--- config.mk ---
export PLATFORM = sky130hd
export DESIGN_NAME = ustep_dac_front
export DESIGN_NICKNAME = d
export VERILOG_FILES = /design/src/rtl/ustep_pkg.sv /design/src/rtl/ustep_bus_if.sv /design/src/rtl/ustep_chan.sv /design/src/rtl/ustep_dac_front.sv
export SDC_FILE = /design/constraint.sdc
export NUM_CORES = 1
export LEC_CHECK = 0
export BUFFER_PORTS_ARGS = -buffer_cell sky130_fd_sc_hd__buf_4
export CORE_UTILIZATION = 40
export CTS_CLUSTER_DIAMETER = 150
export DETAILED_ROUTE_END_ITERATION = 12
export PLACE_DENSITY = 0.73
export SYNTH_ARGS = -nofsm -noshare
export SYNTH_HDL_FRONTEND = slang
export SYNTH_SLANG_ARGS = --single-unit
--- constraint.sdc ---
create_clock -name clk -period 1.5 [get_ports clk]
set_input_delay 0.075 -clock clk [delete_from_list [all_inputs] [get_ports clk]]
set_output_delay 0.075 -clock clk [all_outputs]
set_load 0.03 [all_outputs]
--- src/rtl/ustep_pkg.sv ---
package ustep_pkg;
    localparam int unsigned DATA_W  = 8;
    localparam int unsigned CODE_W  = 7;
    localparam int unsigned LVL_W   = 3;
    localparam int unsigned NUM_CH  = 2;
endpackage

--- src/rtl/ustep_bus_if.sv ---
module ustep_bus_if #(
    parameter int unsigned NUM_CH = ustep_pkg::NUM_CH,
    parameter int unsigned ADDR_W = $clog2(NUM_CH) + 1
) (
    input  logic              clk,
    input  logic              rst_n,
    input  logic [ADDR_W-1:0] addr,
    input  logic              cs_n,
    input  logic              wr_n,
    output logic [NUM_CH-1:0] code_ld,
    output logic [NUM_CH-1:0] lvl_ld
);
    localparam int unsigned CH_W = ADDR_W - 1;

    typedef struct packed {
        logic wr_n;
    } bus_st_t;

    bus_st_t st_d, st_q;
    logic    wr_rise;
    logic [CH_W-1:0] ch_sel;

    always_comb begin
        st_d      = st_q;
        st_d.wr_n = wr_n;
        wr_rise   = wr_n && !st_q.wr_n && !cs_n;
        ch_sel    = addr[CH_W-1:0];
        code_ld   = '0;
        lvl_ld    = '0;
        for (int i = 0; i < int'(NUM_CH); i++) begin
            if (wr_rise && (ch_sel == CH_W'(i))) begin
                code_ld[i] = !addr[ADDR_W-1];
                lvl_ld[i]  =  addr[ADDR_W-1];
            end
        end
    end

    always_ff @(posedge clk or negedge rst_n) begin
        if (!rst_n) st_q <= '{wr_n: 1'b1};
        else        st_q <= st_d;
    end

    // one strobe edge produces at most one load of any kind
    a_r9_single_load: assert property (@(posedge clk) disable iff (!rst_n)
        $countones({code_ld, lvl_ld}) <= 1);
    // no load in two consecutive cycles from a single edge
    a_r9_no_repeat: assert property (@(posedge clk) disable iff (!rst_n)
        (|{code_ld, lvl_ld}) |=> !(|{code_ld, lvl_ld}));
    // a deselected bus never loads
    a_r2_cs_gates: assert property (@(posedge clk) disable iff (!rst_n)
        cs_n |-> !(|{code_ld, lvl_ld}));
endmodule

--- src/rtl/ustep_chan.sv ---
module ustep_chan #(
    parameter int unsigned DATA_W = ustep_pkg::DATA_W,
    parameter int unsigned CODE_W = ustep_pkg::CODE_W,
    parameter int unsigned LVL_W  = ustep_pkg::LVL_W
) (
    input  logic              clk,
    input  logic              rst_n,
    input  logic              code_ld,
    input  logic              lvl_ld,
    input  logic [DATA_W-1:0] wdata,
    output logic [CODE_W-1:0] code,
    output logic              sign,
    output logic              fast_n
);
    localparam int unsigned SIGN_BIT = CODE_W;

    typedef struct packed {
        logic [CODE_W-1:0] code;
        logic              sign;
        logic [LVL_W-1:0]  lvl;
        logic              fast_n;
    } ch_st_t;

    ch_st_t            st_d, st_q;
    logic [CODE_W-1:0] new_code;
    logic              step_down;
    logic              under_lvl;

    always_comb begin
        st_d      = st_q;
        new_code  = wdata[CODE_W-1:0];
        step_down = new_code < st_q.code;
        under_lvl = new_code[CODE_W-1 -: LVL_W] < st_q.lvl;
        if (code_ld) begin
            st_d.code   = new_code;
            st_d.sign   = wdata[SIGN_BIT];
            st_d.fast_n = !(step_down && under_lvl);
        end
        if (lvl_ld) begin
            st_d.lvl = wdata[LVL_W-1:0];
        end
    end

    always_ff @(posedge clk or negedge rst_n) begin
        if (!rst_n) st_q <= '{code: '0, sign: 1'b0, lvl: '0, fast_n: 1'b1};
        else        st_q <= st_d;
    end

    assign code   = st_q.code;
    assign sign   = st_q.sign;
    assign fast_n = st_q.fast_n;

    // flag changes only following a code load
    a_r7_flag_holds: assert property (@(posedge clk) disable iff (!rst_n)
        !code_ld |=> $stable(fast_n));
    // a threshold load leaves code, sign and flag alone
    a_r5_lvl_keeps_outputs: assert property (@(posedge clk) disable iff (!rst_n)
        (lvl_ld && !code_ld) |=> ($stable(fast_n) && $stable(code) && $stable(sign)));
    // code and sign follow the written byte one edge later
    a_r4_code_loaded: assert property (@(posedge clk) disable iff (!rst_n)
        code_ld |=> (code == $past(wdata[CODE_W-1:0]) && sign == $past(wdata[SIGN_BIT])));
    // a rising or equal code always yields slow decay
    a_r6_no_fast_on_rise: assert property (@(posedge clk) disable iff (!rst_n)
        (code_ld && wdata[CODE_W-1:0] >= code) |=> fast_n);
endmodule

--- src/rtl/ustep_dac_front.sv ---
module ustep_dac_front #(
    parameter int unsigned DATA_W = ustep_pkg::DATA_W,
    parameter int unsigned CODE_W = ustep_pkg::CODE_W,
    parameter int unsigned LVL_W  = ustep_pkg::LVL_W,
    parameter int unsigned NUM_CH = ustep_pkg::NUM_CH,
    parameter int unsigned ADDR_W = $clog2(NUM_CH) + 1
) (
    input  logic                     clk,
    input  logic                     rst_n,
    input  logic [DATA_W-1:0]        bus_data,
    input  logic [ADDR_W-1:0]        bus_addr,
    input  logic                     bus_cs_n,
    input  logic                     bus_wr_n,
    output logic [NUM_CH*CODE_W-1:0] code_o,
    output logic [NUM_CH-1:0]        sign_o,
    output logic [NUM_CH-1:0]        fast_n_o
);
    logic [NUM_CH-1:0] code_ld;
    logic [NUM_CH-1:0] lvl_ld;

    ustep_bus_if #(
        .NUM_CH (NUM_CH),
        .ADDR_W (ADDR_W)
    ) u_bus (
        .clk     (clk),
        .rst_n   (rst_n),
        .addr    (bus_addr),
        .cs_n    (bus_cs_n),
        .wr_n    (bus_wr_n),
        .code_ld (code_ld),
        .lvl_ld  (lvl_ld)
    );

    for (genvar g = 0; g < int'(NUM_CH); g++) begin : g_ch
        ustep_chan #(
            .DATA_W (DATA_W),
            .CODE_W (CODE_W),
            .LVL_W  (LVL_W)
        ) u_chan (
            .clk     (clk),
            .rst_n   (rst_n),
            .code_ld (code_ld[g]),
            .lvl_ld  (lvl_ld[g]),
            .wdata   (bus_data),
            .code    (code_o[g*CODE_W +: CODE_W]),
            .sign    (sign_o[g]),
            .fast_n  (fast_n_o[g])
        );
    end

    // a load on one channel leaves the other channel's code stable
    a_r8_other_stable: assert property (@(posedge clk) disable iff (!rst_n)
        (code_ld == 2'b01) |=> $stable(code_o[2*CODE_W-1:CODE_W]));
endmodule

==> flow_metrics.tcl <==
set metrics [dict create \
    max_freq_mhz 725 \
    fin_util_pct 50.0 \
    cts.htree.levels 1 \
    via_count 1000 \
    dpl-instance-area_mm2 0.00165 \
    routedWlPerCell_um 12.6 \
    core_mm2 0.00344 \
    critPathMaxFanout 2 \
    worst_hold_path_type "primary input to register" \
    critPathCaptureType "register" \
    yosysWarnings 0 \
    tritoncts.num_buffers 3 \
    synth_top_area_share_pct 36.9 \
    globalRouteTotalUtil_pct 15.1 \
    dp_hpwl_mm 2.07 \
    start_util_pct 43.4 \
    syn_nets 174 \
    drt_first_pass_iters 4 \
    synth_top_area_cell "dfrtp_1" \
    rsz0062_at_grt "false" \
    routed_wl_mm 2.62 \
    synth.distinct_cells 24 \
    grt_pass1_wl_mm 4.76 \
    combPwrFrac_pct 40.3 \
    grt_pass1_vias 1086 \
    syn2layout_area_growth_pct 15.3 \
    rows 21 \
    status "finished clean" \
    ios 32 \
    required_ps 1690 \
    via_per_inst 4.78 \
    seq_power_share_pct 41.7 \
    port_buffers 31 \
    finClkSkew_ps 2.91 \
    p_sw_share_pct 37.0 \
    drt-initial-drc-count 34 \
    hold_ws_ps 42.8 \
    crit_type "register to register" \
    die_h_um 63.1 \
    fin_tns_setup_ps 0 \
    postLayoutCellArea_mm2 0.00172 \
    min_period_ps 1380 \
    grt_antenna_before_repair 0 \
    diodes 0 \
    gp_congestion 0.796 \
    ant_nets 0 \
    power.share.clock_pct 18.0 \
    worst_slew_pin_slew_ps 321 \
    die_area_mm2 0.00398 \
    cts_tree "done" \
    syn_area_mm2 0.00149 \
    netlist_top_cells_area "dfrtp_1 (37%), ha_1 (13%), buf_4 (10%)" \
    timing.final.crit_share_pct 91.9 \
    root_buffer "clkbuf_8" \
    drive_gt1_share_pct 33.1 \
    synth_seq_area_share_pct 42.2 \
    synthCells 144 \
    power_density_mw_per_mm2 1300 \
    die_width_um 63.1 \
    nets 194 \
    cap_violations 0 \
    clock-sinks 25 \
    drc 0 \
    insertion_delay_ps 270 \
    cellLeakagePower_nw 0.826 \
    startpoint_type "register" \
    post-cts-setup-buffers 0 \
    syn_avg_cell_area_um2 10.4 \
    clk_pin_slew_ps 90 \
    cts_max_path_buffers 2 \
    slew_headroom_pct 78.6 \
    power.total_w 0.00223 \
    yosys_register_bits 25 \
    vdd_drop_max_mv 0.657 \
    crit_arrival_ps 1570 \
    internal-power_w 0.00141 \
    setup_viol 0 \
    grt_max_degree 26 \
    p_switching_w 0.000826 \
    hold_viol 0 \
    final-max-slew-violation-count 0 \
    grt-ovfl-total 0 \
]
==> power groups by stage <==
stage | clock network [W] | registers [W] | logic [W]
finish | 0.000403 | 0.000931 | 0.000900
detailed placement | 0 | 0.000945 | 0.000898
global placement | 0 | 0.000934 | 0.000868
global route | 0.000449 | 0.000954 | 0.00100
floorplan | 0 | 0.000916 | 0.000748
CTS | 0.000425 | 0.000932 | 0.000906
==> layer usage <==
| layer | routed length (um) | up-vias | track usage, % |
|---|---|---|---|
| met4 | 10 | 0 | 1.74 |
| li1 | - | 503 | - |
| met5 | 0 | - | 0 |
| met1 | 1180 | 463 | 17.9 |
| met3 | 177 | 2 | 4.89 |
| met2 | 1250 | 32 | 26.9 |
==> metrics by stage <==
| stage | worst slack (ps) | std cells |
|---|---|---|
| finish | 122 | 209 |
| floorplan | 176 | 144 |
| global placement | 158 | 203 |
| CTS | 65.6 | 209 |
| global route | 14.9 | 209 |
| detailed placement | 90.1 | 203 |
==> kinds of logic (layout without fill, tap and decap cells) <==
group	Yosys count	after routing	synth area share (%)
DFF	25	25	42.2
AOI/OAI and AO/OA	27	27	10.9
adders and majority gates	16	16	13.4
and+or+nand+nor	29	29	11.7
buffers and inverters	37	56	14.3
muxes	10	10	7.54
==> critical path: stages, from the launching register on <==
cell,delay [ps]
dfrtp_1,390
inv_1,80
ha_1,230
a211o_1,280
a211oi_2,180
a41oi_1,130
==> path summary, 6_finish.rpt <==
check / start / endpoint / slack [ps] / cells past startpoint
hold reg to reg: g_ch[1].u_chan.fast_n / g_ch[1].u_chan.fast_n / 510 / 2
min in group asynchronous: rst_n / g_ch[1].u_chan.code[5] / 240 / 2
setup / recovery: g_ch[0].u_chan.code[1] / g_ch[0].u_chan.fast_n / 120 / 5
setup reg to reg: g_ch[0].u_chan.code[1] / g_ch[0].u_chan.fast_n / 120 / 5
max in group asynchronous: rst_n / g_ch[0].u_chan.fast_n / 970 / 2
hold / removal: bus_data[3] / g_ch[0].u_chan.code[3] / 40 / 3
==> area by class of cell <==
cell class / instances / area, um2
Clock buffer: 3 / 41.3
Clock inverter: 1 / 7.51
Fill cell: 342 / 1720
Inverter: 17 / 63.8
Multi-Input combinational cell: 82 / 654
Sequential cell: 25 / 629
Tap cell: 46 / 57.6
Timing Repair Buffer: 35 / 268
==> synthesized netlist by cell type <==
master / instances
a31oi_1: 1
nand3b_1: 1
nand2b_4: 1
buf_4: 20
a21boi_0: 2
mux2_2: 10
dfstp_2: 3
ha_1: 16
inv_1: 17
a21oi_1: 1
dfrtp_1: 22
a211o_1: 2
nor4_4: 1
nor4b_4: 1
o21a_1: 1
o21ai_0: 16
nand2_1: 12
a41oi_1: 1
a211oi_1: 3
nand4_1: 2
nand2b_1: 2
nor2_1: 7
nor2b_1: 1
nand3_1: 1
==> layout by cell type (no fill, tap or decap), types with 3 or more instances in the layout <==
cell	Yosys	layout
mux2_2	10	10
inv_1	17	17
dfstp_2	3	3
clkbuf_8	0	3
ha_1	16	16
o21ai_0	16	16
buf_4	20	33
dfrtp_1	22	22
nand2_1	12	12
nor2_1	7	7
==> state kept, by name (all words and copies together) (netlist names) <==
| name | cells |
|---|---|
| g_ch.u_chan.code | 14 |
| g_ch.u_chan.st_q | 6 |
| g_ch.u_chan.fast_n | 2 |
| g_ch.u_chan.sign | 2 |
| u_bus.st_q | 1 |
==> timing repair <==
item / CTS / global route
resized for setup: 0 / 1
hold buffers: 2 / 0
endpoints found under the hold margin: 26 / 0
setup endpoints to repair: 0 / 1
Power figures use the tool's default switching activity.
